$ cat config.mk
export PLATFORM = sky130hd
export DESIGN_NAME = usbh_port_ctrl
export DESIGN_NICKNAME = d
export VERILOG_FILES = /design/src/rtl/usbh_port_pkg.sv /design/src/rtl/usbh_attach_debounce.sv /design/src/rtl/usbh_frame_monitor.sv /design/src/rtl/usbh_port_fsm.sv /design/src/rtl/usbh_port_ctrl.sv
export SDC_FILE = /design/constraint.sdc
export NUM_CORES = 1
export LEC_CHECK = 0
export ABC_CLOCK_PERIOD_IN_PS = 2470
export BUFFER_PORTS_ARGS = -buffer_cell sky130_fd_sc_hd__clkbuf_2
export CORE_ASPECT_RATIO = 1.4
export CORE_MARGIN = 2
export CORE_UTILIZATION = 25
export CTS_BUF_LIST = sky130_fd_sc_hd__clkbuf_8
export DETAILED_ROUTE_END_ITERATION = 6
export PLACE_DENSITY = 0.43
export REMOVE_ABC_BUFFERS = 1
export SYNTH_ARGS = -nofsm -noshare
export SYNTH_HDL_FRONTEND = slang
export SYNTH_HIERARCHICAL = 1
export SYNTH_SLANG_ARGS = --single-unit
export TNS_END_PERCENT = 100
$ cat constraint.sdc
create_clock -name clk -period 2.47 [get_ports clk]
set_input_delay 0.3705 -clock clk [delete_from_list [all_inputs] [get_ports clk]]
set_output_delay 0.3705 -clock clk [all_outputs]
set_load 0.1 [all_outputs]
$ cat src/rtl/usbh_port_pkg.sv
package usbh_port_pkg;

    typedef enum logic [3:0] {
        S_OFF       = 4'd0,
        S_WAIT      = 4'd1,
        S_ATTACHED  = 4'd2,
        S_RESET     = 4'd3,
        S_ACTIVE    = 4'd4,
        S_DRAIN     = 4'd5,
        S_SUSPENDED = 4'd6,
        S_RESUME    = 4'd7,
        S_BABBLE    = 4'd8
    } port_state_e;

    // Driver request pair handed to the line driver
    typedef struct packed {
        logic reset_sig;
        logic resume_sig;
    } drv_req_t;

endpackage

$ cat src/rtl/usbh_attach_debounce.sv
module usbh_attach_debounce #(
    parameter int DEBOUNCE_CYC = 16
) (
    input  logic clk,
    input  logic rst_n,
    input  logic enable,
    input  logic line_dp,
    input  logic line_dm,
    output logic attach
);
    localparam int CNT_W = $clog2(DEBOUNCE_CYC + 1);
    localparam logic [CNT_W-1:0] CNT_LAST = CNT_W'(DEBOUNCE_CYC - 1);

    logic [CNT_W-1:0] cnt_q;
    logic             dp_prev_q;
    logic             idle_now;
    logic             same_pol;

    // Idle: exactly one line high (J state of either speed)
    assign idle_now = line_dp ^ line_dm;
    assign same_pol = (line_dp == dp_prev_q);

    always_ff @(posedge clk or negedge rst_n) begin
        if (!rst_n) begin
            cnt_q     <= '0;
            dp_prev_q <= 1'b0;
        end else begin
            dp_prev_q <= line_dp;
            if (!enable || !idle_now || !same_pol) begin
                cnt_q <= '0;
            end else if (cnt_q != CNT_LAST) begin
                cnt_q <= cnt_q + 1'b1;
            end
        end
    end

    assign attach = enable && idle_now && same_pol && (cnt_q == CNT_LAST);

endmodule

$ cat src/rtl/usbh_frame_monitor.sv
module usbh_frame_monitor (
    input  logic enable,
    input  logic frame_end,
    input  logic bus_active,
    output logic babble_hit
);
    // Traffic still present when the frame closes means a runaway device
    always_comb begin
        babble_hit = 1'b0;
        if (enable && frame_end) begin
            babble_hit = bus_active;
        end
    end

endmodule

$ cat src/rtl/usbh_port_fsm.sv
module usbh_port_fsm
    import usbh_port_pkg::*;
(
    input  logic     clk,
    input  logic     rst_n,
    input  logic     sess_en,
    input  logic     susp_req,
    input  logic     resume_req,
    input  logic     reset_req,
    input  logic     xfer_busy,
    input  logic     attach,
    input  logic     babble_hit,
    input  logic     line_dp,
    input  logic     line_dm,
    output logic     wait_attach,
    output logic     frame_en,
    output logic     sched_en,
    output drv_req_t drv,
    output logic     irq_connect,
    output logic     irq_babble,
    output logic     dev_fs,
    output logic     dev_ls
);
    port_state_e state_q, state_d;

    // Next-state logic
    always_comb begin
        state_d = state_q;
        if (!sess_en) begin
            state_d = S_OFF;
        end else begin
            unique case (state_q)
                S_OFF:       state_d = S_WAIT;
                S_WAIT:      if (attach) state_d = S_ATTACHED;
                S_ATTACHED:  if (reset_req) state_d = S_RESET;
                S_RESET:     if (!reset_req) state_d = S_ACTIVE;
                S_ACTIVE: begin
                    if (reset_req)       state_d = S_RESET;
                    else if (babble_hit) state_d = S_BABBLE;
                    else if (susp_req)   state_d = S_DRAIN;
                end
                S_DRAIN: begin
                    if (reset_req)       state_d = S_RESET;
                    else if (!xfer_busy) state_d = S_SUSPENDED;
                end
                S_SUSPENDED: begin
                    if (reset_req)       state_d = S_RESET;
                    else if (resume_req) state_d = S_RESUME;
                end
                S_RESUME: begin
                    if (reset_req)        state_d = S_RESET;
                    else if (!resume_req) state_d = S_ACTIVE;
                end
                S_BABBLE:    if (reset_req) state_d = S_RESET;
                default:     state_d = S_OFF;
            endcase
        end
    end

    // State register
    always_ff @(posedge clk or negedge rst_n) begin
        if (!rst_n) state_q <= S_OFF;
        else        state_q <= state_d;
    end

    // Moore outputs
    always_comb begin
        wait_attach    = 1'b0;
        frame_en       = 1'b0;
        sched_en       = 1'b0;
        drv.reset_sig  = 1'b0;
        drv.resume_sig = 1'b0;
        unique case (state_q)
            S_WAIT:    wait_attach    = 1'b1;
            S_RESET:   drv.reset_sig  = 1'b1;
            S_ACTIVE: begin
                frame_en = 1'b1;
                sched_en = 1'b1;
            end
            S_DRAIN:   frame_en       = 1'b1;
            S_RESUME:  drv.resume_sig = 1'b1;
            default: ;
        endcase
    end

    // Interrupt pulses and latched speed
    always_ff @(posedge clk or negedge rst_n) begin
        if (!rst_n) begin
            irq_connect <= 1'b0;
            irq_babble  <= 1'b0;
            dev_fs      <= 1'b0;
            dev_ls      <= 1'b0;
        end else begin
            irq_connect <= (state_q != S_ATTACHED) && (state_d == S_ATTACHED);
            irq_babble  <= (state_q != S_BABBLE) && (state_d == S_BABBLE);
            if (state_d == S_OFF) begin
                dev_fs <= 1'b0;
                dev_ls <= 1'b0;
            end else if (state_q == S_WAIT && state_d == S_ATTACHED) begin
                dev_fs <= line_dp;
                dev_ls <= line_dm;
            end
        end
    end

endmodule

$ cat src/rtl/usbh_port_ctrl.sv
module usbh_port_ctrl
    import usbh_port_pkg::*;
#(
    parameter int DEBOUNCE_CYC = 16
) (
    input  logic clk,
    input  logic rst_n,
    input  logic sess_en,
    input  logic susp_req,
    input  logic resume_req,
    input  logic reset_req,
    input  logic line_dp,
    input  logic line_dm,
    input  logic xfer_busy,
    input  logic bus_active,
    input  logic frame_end,
    output logic frame_en,
    output logic sched_en,
    output logic drv_reset,
    output logic drv_resume,
    output logic irq_connect,
    output logic irq_babble,
    output logic dev_fs,
    output logic dev_ls
);
    logic     wait_attach;
    logic     attach;
    logic     babble_hit;
    drv_req_t drv;

    usbh_attach_debounce #(
        .DEBOUNCE_CYC(DEBOUNCE_CYC)
    ) u_debounce (
        .clk     (clk),
        .rst_n   (rst_n),
        .enable  (wait_attach),
        .line_dp (line_dp),
        .line_dm (line_dm),
        .attach  (attach)
    );

    usbh_frame_monitor u_monitor (
        .enable     (sched_en),
        .frame_end  (frame_end),
        .bus_active (bus_active),
        .babble_hit (babble_hit)
    );

    usbh_port_fsm u_fsm (
        .clk         (clk),
        .rst_n       (rst_n),
        .sess_en     (sess_en),
        .susp_req    (susp_req),
        .resume_req  (resume_req),
        .reset_req   (reset_req),
        .xfer_busy   (xfer_busy),
        .attach      (attach),
        .babble_hit  (babble_hit),
        .line_dp     (line_dp),
        .line_dm     (line_dm),
        .wait_attach (wait_attach),
        .frame_en    (frame_en),
        .sched_en    (sched_en),
        .drv         (drv),
        .irq_connect (irq_connect),
        .irq_babble  (irq_babble),
        .dev_fs      (dev_fs),
        .dev_ls      (dev_ls)
    );

    assign drv_reset  = drv.reset_sig;
    assign drv_resume = drv.resume_sig;

endmodule

# Yosys cells after proc, flatten, opt, wreduce, memory -nomap -nowiden
# Index checks and enable logic that the tools add are counted.
# word_totals
regBits	14
input_bits	11
# op_classes
n_addsub	1
eq_ne	15
muxes	26
n_bitwise	1
reduce_logical	18
# op_table
op	n
$mux W4	13
$pmux W4 S8	1
$eq A4 B3 Y1 const B	4
$eq A4 B2 Y1 const B	3
$mux W1	10
$mux W5	2
$eq A4 B4 Y1 const B	2
$logic_not A4 Y1	2
$logic_and A1 B1 Y1	7
$add A5 B1 Y5 const B	1
$eq A5 B4 Y1 const B	1
$ne A5 B4 Y1 const B	1
$eq A4 B1 Y1 const B	1
$ne A4 B2 Y1 const B	1
$ne A4 B4 Y1 const B	1
$reduce_bool A2 Y1	2
$reduce_or A2 Y1	2
$logic_not A1 Y1	3
$logic_or A1 B1 Y1	2
$eq A1 B1 Y1	1
$xor A1 B1 Y1	1

# Longest topological paths before layout
# Gate-level depths: netlist of run 1.
# logic_depth
word_depth	12
ltp_mapped	11

# Cells and area by module
# Netlist of run 1, hierarchy kept.
# by_module_without_submodules
mod	n_inst	cells_per_inst	area_each_um2
usbh_port_fsm	1	70	638.1
usbh_attach_debounce	1	29	325.3
usbh_frame_monitor	1	1	6.3

# Least setup slack after synthesis of run 1
# Ideal clock, no wire load.
# synth_timing
kind	register -> register
start	register u_fsm.state_q[0]
end	register u_fsm.dev_fs
setup_time_ps	131
arrival_ps	4058
required_time_ps	2339
slack_ps	-1718
path_stages_with_launch	10
period_less_slack_ps	4188
cell_sequence	dfrtp_1 -> buf_4 -> buf_4 -> nor3_1 -> and3_1 -> o21bai_1 -> a2111oi_0 -> nor4_2 -> o2111ai_2 -> mux2i_1
# synth_via
elab_chain_cells	11
# synth_rtl
item	line	rtl
start: declaration	usbh_port_fsm.sv:24	port_state_e state_q, state_d;
start signal: assignment	usbh_port_fsm.sv:63	else state_q <= state_d;
$eq A4 B3 Y1 *	usbh_port_fsm.sv:73	unique case (state_q)
$mux W1 *	usbh_port_fsm.sv:73	
named net sched_en	usbh_port_ctrl.sv:18	output logic sched_en,
$logic_and A1 B1 Y1 *	usbh_frame_monitor.sv:10	if (enable && frame_end) begin
$mux W1 *	usbh_frame_monitor.sv:10	
named net babble_hit	usbh_port_ctrl.sv:28	logic babble_hit;
$mux W4 *	usbh_port_fsm.sv:39	else if (babble_hit) state_d = S_BABBLE;
$mux W4 *	usbh_port_fsm.sv:38	if (reset_req) state_d = S_RESET;
$pmux W4 S8 *	usbh_port_fsm.sv:32	unique case (state_q)
$mux W4 *	usbh_port_fsm.sv:29	if (!sess_en) begin
$eq A4 B2 Y1	usbh_port_fsm.sv:99	end else if (state_q == S_WAIT && state_d == S_ATTACHED) begin
$logic_and A1 B1 Y1	usbh_port_fsm.sv:99	
$reduce_bool A2 Y1 (no source line)	--	
end signal: assignment	usbh_port_fsm.sv:100	dev_fs <= line_dp;
end: declaration	usbh_port_fsm.sv:21	output logic dev_fs,
# The timed path passes the listed nets; every way through them passes the cells marked *.
# A chain may end at the register's enable or synchronous reset.

# Final worst setup path of run 1
# layout_timing
start	register u_fsm.state_q[3]
end	register u_fsm.dev_fs
# layout_via
elab_chain_cells	11
# layout_rtl
item	line
$eq A4 B3 Y1 *	usbh_port_fsm.sv:73
$mux W1 *	usbh_port_fsm.sv:73
$logic_and A1 B1 Y1 *	usbh_frame_monitor.sv:10
$mux W1 *	usbh_frame_monitor.sv:10
named net babble_hit	usbh_port_ctrl.sv:28
$mux W4 *	usbh_port_fsm.sv:39
$mux W4 *	usbh_port_fsm.sv:38
$pmux W4 S8 *	usbh_port_fsm.sv:32
$mux W4 *	usbh_port_fsm.sv:29
$eq A4 B2 Y1	usbh_port_fsm.sv:99
$logic_and A1 B1 Y1	usbh_port_fsm.sv:99
$reduce_bool A2 Y1 (no source line)	--
# Marks and branches as above.

==> results.json, run 1 <==
{
  "cp-start-kind": "flop",
  "die_area_um2": 4400,
  "yosys-top-cells-count": "dfrtp_1, nor2_1, a21oi_1",
  "finalHoldViolCount": 0,
  "core-area_um2": 3680,
  "route.detailed.drc": 0,
  "final_cell_area_um2": 1180,
  "p_per_area_nw_per_um2": 417,
  "fp-row-count": 26,
  "cp-startpoint": "u_fsm/state_q[3]",
  "worstPathArrival_ns": 2.34,
  "gp_congestion": 0.736,
  "yosysTopAreaCellShare": 0.361,
  "period_share": 0.898,
  "final_cells": 167,
  "layout_setup_ws_ns": 0.252,
  "diodes": 0,
  "synth_cell_types": 45,
  "synth-seq-cells": 14,
  "synthCells": 100,
  "fin_crit_ns": 2.22,
  "fp.dieW_um": 56.6,
  "cts.sinks": 14,
  "yosys-top-cells-area": "dfrtp_1, nor2_1, a21oi_1",
  "drt_iter0_drc": 18,
  "critPathMaxFanout": 4,
  "ios": 19,
  "insertion_delay_ns": 0.24,
  "die_h_um": 77.7,
  "yosys_warnings": 6,
  "root_buffer": "clkbuf_8",
  "maxCapViolations": 0,
  "seq_area_um2": 350,
  "grt_max_degree": 15,
  "preCtsSetupSlack_ns": 0.197,
  "rsz0062_at_grt": "no",
  "cts_tree": "yes",
  "status": "completed",
  "cp.required_ns": 2.59,
  "drive_above_1_share": 0.336,
  "timing.rr.start": "u_fsm/state_q[3]",
  "peakVddDrop_mv": 0.175,
  "yosysTopAreaCell": "dfrtp_1",
  "cts_resized": 0,
  "worstMarginPinSlew_ns": 0.536,
  "setup_viol": 0,
  "layout.nets": 139,
  "cp-end-kind": "flop",
  "cts_max_path_buffers": 2,
  "critPathKind": "flop to flop",
  "firstDrtPassIters": 4,
  "synth_edf_count": 0,
  "dpl_cell_area_um2": 1120,
  "syn_to_final_growth_pct": 21.8,
  "multi_input_area_um2": 536,
  "grt_pass1_wl_um": 3730,
  "clock_skew_ns": 0.00264,
  "avgSynthCellArea_um2": 9.70,
  "p_leak_nw": 0.590,
  "vias_per_cell": 4.74,
  "post_drt_wl_per_cell_um": 12.8,
  "vias": 791,
  "drt-total-wl_um": 2130,
  "grt_overflow": 0,
  "ctsHoldBuffers": 0,
  "synthArstFlopShare": 1.00,
  "antenna_left": 0,
  "seq_area_frac_synth": 0.361,
  "worstHoldPathType": "input port to asynchronous set/reset pin",
  "dp_cells": 163,
  "nFillCells": 407,
  "utilization": 0.321,
  "start_util": 0.264,
  "drv_slew": 0,
  "netlist_area_um2": 970,
  "synth.most_common_cell": "dfrtp_1",
  "antenna_found_initial": 0,
  "hpwl_um": 1680,
  "synth-main-ff-cell": "dfrtp_1",
  "postCtsSetupBuffers": 0,
  "slew-limit-headroom": 0.633,
  "max_clock_freq_mhz": 451,
  "io_buffer_count": 18,
  "grtUsageTotal": 0.108,
  "cts-buffers-inserted": 3,
  "grt_pass1_vias": 796,
  "h-tree-depth": 1,
  "clk_pin_slew_ns": 0.06
}
-- layer usage --
metal / part of all wire / track usage
met1: 0.47 / 0.142
met4: 0.013 / 0.0500
met3: 0.031 / 0.0150
met5: 0 / 0
met2: 0.49 / 0.174
-- cells by family (layout without fill, tap and decap cells) --
family                   Yosys count  in the layout  share of synthesized area
multiplexers                       3              3                     0.0310
buffers and inverters             13             38                     0.0929
AO/OA/AOI/OAI                     21             21                      0.164
adder cells (fa/ha/maj)            2              2                     0.0258
AND/OR/NAND/NOR                   44             44                      0.298
XOR/XNOR                           3              3                     0.0271
flip-flops                        14             14                      0.361
-- per-stage QoR --
stage               total power [mW]  setup TNS, ns  hold WS [ns]
finish                         0.492              0        0.0301
global route                   0.523              0        0.0443
CTS                            0.503              0        0.0407
detailed placement             0.278              0         0.306
global placement               0.278              0         0.300
floorplan                      0.254         -12.28        0.0749
-- worst paths after layout --
path / end / depth (start not counted) / slack (ns)
worst max-delay path: u_fsm/dev_fs / 8 / 0.25
worst min-delay path: u_debounce/cnt_q[2] / 1 / 0.03
worst max register to register: u_fsm/dev_fs / 8 / 0.25
worst min register to register: u_debounce/cnt_q[4] / 2 / 0.52
max in group asynchronous: u_debounce/cnt_q[1] / 1 / 2.18
min in group clk: u_debounce/dp_prev_q / 1 / 0.27
-- power by group --
part / switching (mW) / internal [mW]
combinational: 0.0222 / 0.0164
clock: 0.0777 / 0.141
sequential: 0.00275 / 0.232
-- layout by cell type (no fill, tap or decap), types with 3 or more instances in the layout --
cell type	count
a21oi_1	7
buf_4	10
clkbuf_2	18
clkbuf_8	4
dfrtp_1	14
inv_1	6
mux2i_1	3
nand2_1	4
nand2b_1	3
nor2_1	11
nor2b_1	3
-- flip-flops by register name, indices dropped and copies added, names as in the netlist --
signal	cells
u_fsm/irq_connect	1
u_fsm/dev_ls	1
u_debounce/dp_prev_q	1
u_debounce/cnt_q	5
u_fsm/irq_babble	1
u_fsm/dev_fs	1
u_fsm/state_q	4
-- critical path, cell delays in order (launching register included) --
cell	delay, ns
dfrtp_1	0.41
nand2b_1	0.19
nor3_1	0.23
and3_1	0.24
o21bai_1	0.12
a2111oi_0	0.14
nor4_2	0.36
o2111ai_2	0.24
mux2i_1	0.16
-- layout make-up --
class	instances	share of cell area
multi-input combinational	73	0.453
clock buffer	4	0.0466
inverter	6	0.0191
tap	42	0.0445
sequential	14	0.297
timing repair buffer	28	0.140
Note: power is estimated with default switching activity, not from simulation.
==> run 2: changes to the inputs <==
--- a/config.mk
+++ b/config.mk
@@ -5,14 +5,14 @@
 export SDC_FILE = /design/constraint.sdc
 export NUM_CORES = 1
 export LEC_CHECK = 0
-export ABC_CLOCK_PERIOD_IN_PS = 2470
+export ABC_CLOCK_PERIOD_IN_PS = 2700
 export BUFFER_PORTS_ARGS = -buffer_cell sky130_fd_sc_hd__clkbuf_2
 export CORE_ASPECT_RATIO = 1.4
 export CORE_MARGIN = 2
-export CORE_UTILIZATION = 25
+export CORE_UTILIZATION = 35
 export CTS_BUF_LIST = sky130_fd_sc_hd__clkbuf_8
 export DETAILED_ROUTE_END_ITERATION = 6
-export PLACE_DENSITY = 0.43
+export PLACE_DENSITY = 0.56
 export REMOVE_ABC_BUFFERS = 1
 export SYNTH_ARGS = -nofsm -noshare
 export SYNTH_HDL_FRONTEND = slang
==> constraint.sdc (replaced) <==
create_clock -name clk -period 2.7 [get_ports clk]
set_input_delay 0.405 -clock clk [delete_from_list [all_inputs] [get_ports clk]]
set_output_delay 0.405 -clock clk [all_outputs]
set_load 0.1 [all_outputs]
==> run 2 against run 1 <==
Against the previous run:
- register-to-register slack hardly changed
- wire length is 2.8% lower
- combinational power is 17% lower
- cell count is 6.6% lower
- maximum frequency is 9.4% lower
- setup slack hardly changed
- highest routed layer unchanged
==> results.json, run 2 (synthesis results as in run 1) <==
{
  "vias_per_cell": 5.15,
  "grt_overflow": 0,
  "cp_top_family": "simple AND/OR/NAND/NOR gates",
  "dp_cells": 152,
  "final_cell_mix": "clkbuf_2, dfrtp_1, nor2_1, a21oi_1, inv_1",
  "final_cells": 156,
  "layout_setup_ws_ns": 0.252,
  "cp.required_ns": 2.82,
  "critPathKind": "flop to flop",
  "post_drt_wl_per_cell_um": 13.3,
  "h-tree-depth": 1,
  "cts_resized": 0,
  "top_regs": "u_debounce/cnt_q x5, u_fsm/state_q x4",
  "antenna_found_initial": 0,
  "core-area_um2": 2640,
  "top_register": "u_debounce/cnt_q",
  "p_per_area_nw_per_um2": 398,
  "final_cell_area_um2": 1130,
  "layout_commonest_cell": "clkbuf_2",
  "vias": 804,
  "cp-startpoint": "u_fsm/state_q[0]",
  "clk_pin_slew_ns": 0.06,
  "largest_reg_flops": 5,
  "path_depth": 8,
  "ios": 19,
  "drt_iter0_drc": 18,
  "cts.sinks": 14,
  "die_h_um": 66.3,
  "worstHoldPathType": "input port to asynchronous set/reset pin",
  "grt_pass1_vias": 800,
  "drt-total-wl_um": 2070,
  "clock_skew_ns": 0.00327,
  "slew-limit-headroom": 0.632,
  "utilization": 0.428,
  "die_area_um2": 3210,
  "p_leak_nw": 0.562,
  "period_share": 0.907,
  "worst_path_largest_cell_delay_ns": 0.50,
  "drive_above_1_share": 0.300,
  "grtUsageTotal": 0.143,
  "fin_crit_ns": 2.45,
  "maxCapViolations": 0,
  "worstMarginPinSlew_ns": 0.545,
  "syn_to_final_growth_pct": 16.5,
  "layout.nets": 134,
  "hpwl_um": 1620,
  "cts-buffers-inserted": 3,
  "cts_tree": "yes",
  "reg2reg_depth": 8,
  "start_util": 0.367,
  "cp-end-kind": "flop",
  "endpoint": "u_fsm/dev_fs",
  "reg2reg_to": "u_fsm/dev_fs",
  "io_buffer_count": 18,
  "root_buffer": "clkbuf_8",
  "diodes": 0,
  "gp_congestion": 0.820,
  "cpMaxStageDelayCell": "nor4b_1",
  "preCtsSetupSlack_ns": 0.308,
  "hold_ws_ns": 0.0577,
  "antenna_left": 0,
  "ctsHoldBuffers": 0,
  "worstPathArrival_ns": 2.57,
  "max_clock_freq_mhz": 408,
  "crit_chain": "nor4b_1 -> o21ai_2 -> nor2_1 -> a211o_2 -> a21oi_1 -> nor4_2 -> o2111ai_2 -> mux2i_1",
  "drv_slew": 0,
  "insertion_delay_ns": 0.24,
  "timing.rr.start": "u_fsm/state_q[0]",
  "worst-path-buf-inv": 0,
  "status": "completed",
  "firstDrtPassIters": 4,
  "dpl_cell_area_um2": 1070,
  "grt_max_degree": 16,
  "r2r_slack_ns": 0.25,
  "route.detailed.drc": 0,
  "cp-start-kind": "flop",
  "peakVddDrop_mv": 0.165,
  "cts_max_path_buffers": 2,
  "critPathMaxFanout": 7,
  "rsz0062_at_grt": "no",
  "fp.dieW_um": 48.5,
  "finalHoldViolCount": 0,
  "grt_pass1_wl_um": 3490,
  "fp-row-count": 22,
  "setup_viol": 0,
  "postCtsSetupBuffers": 0
}
## run 2: layer usage
| layer | wire length, um | global-route usage |
|---|---|---|
| met4 | 48 | 0.0964 |
| met3 | 65 | 0.00905 |
| met1 | 832 | 0.145 |
| met5 | 0 | 0 |
| met2 | 1120 | 0.280 |
## run 2: layout make-up
class / instances / area [um2]
clock buffers: 4 / 55.1
fillers: 292 / 1510
inverters: 6 / 22.5
multi-input cells: 73 / 529
flip-flops and latches: 14 / 350
well taps: 36 / 45.0
repair buffers: 23 / 128
## run 2: how the worst min path moves through the flow
stage,endpoint,cells after the start,startpoint
CTS,u_debounce/cnt_q[2],1,rst_n
global route,u_debounce/cnt_q[3],1,rst_n
detailed placement,u_fsm/irq_babble,1,rst_n
global placement,u_fsm/irq_babble,1,rst_n
floorplan,u_debounce/cnt_q[0],0,rst_n
finish,u_fsm/state_q[1],1,rst_n
## run 2: worst reg2reg max path, cell delays in order (launching register included)
cell       delay, ns
dfrtp_1         0.48
nor4b_1         0.50
o21ai_2         0.22
nor2_1          0.20
a211o_2         0.15
a21oi_1         0.06
nor4_2          0.31
o2111ai_2       0.24
mux2i_1         0.17
## run 2: report_power, final
part	leakage [nW]	internal, mW	switching, mW
Clock	0.0288	0.129	0.0727
Sequential	0.191	0.212	0.00327
Combinational	0.343	0.0130	0.0192
## run 2: per-stage QoR
step	TNS, ns	total power, mW
2_1_floorplan	-10.09	0.233
3_3_place_gp	0	0.251
3_5_place_dp	0	0.252
4_1_cts	0	0.457
5_1_grt	0	0.467
6_report	0	0.450
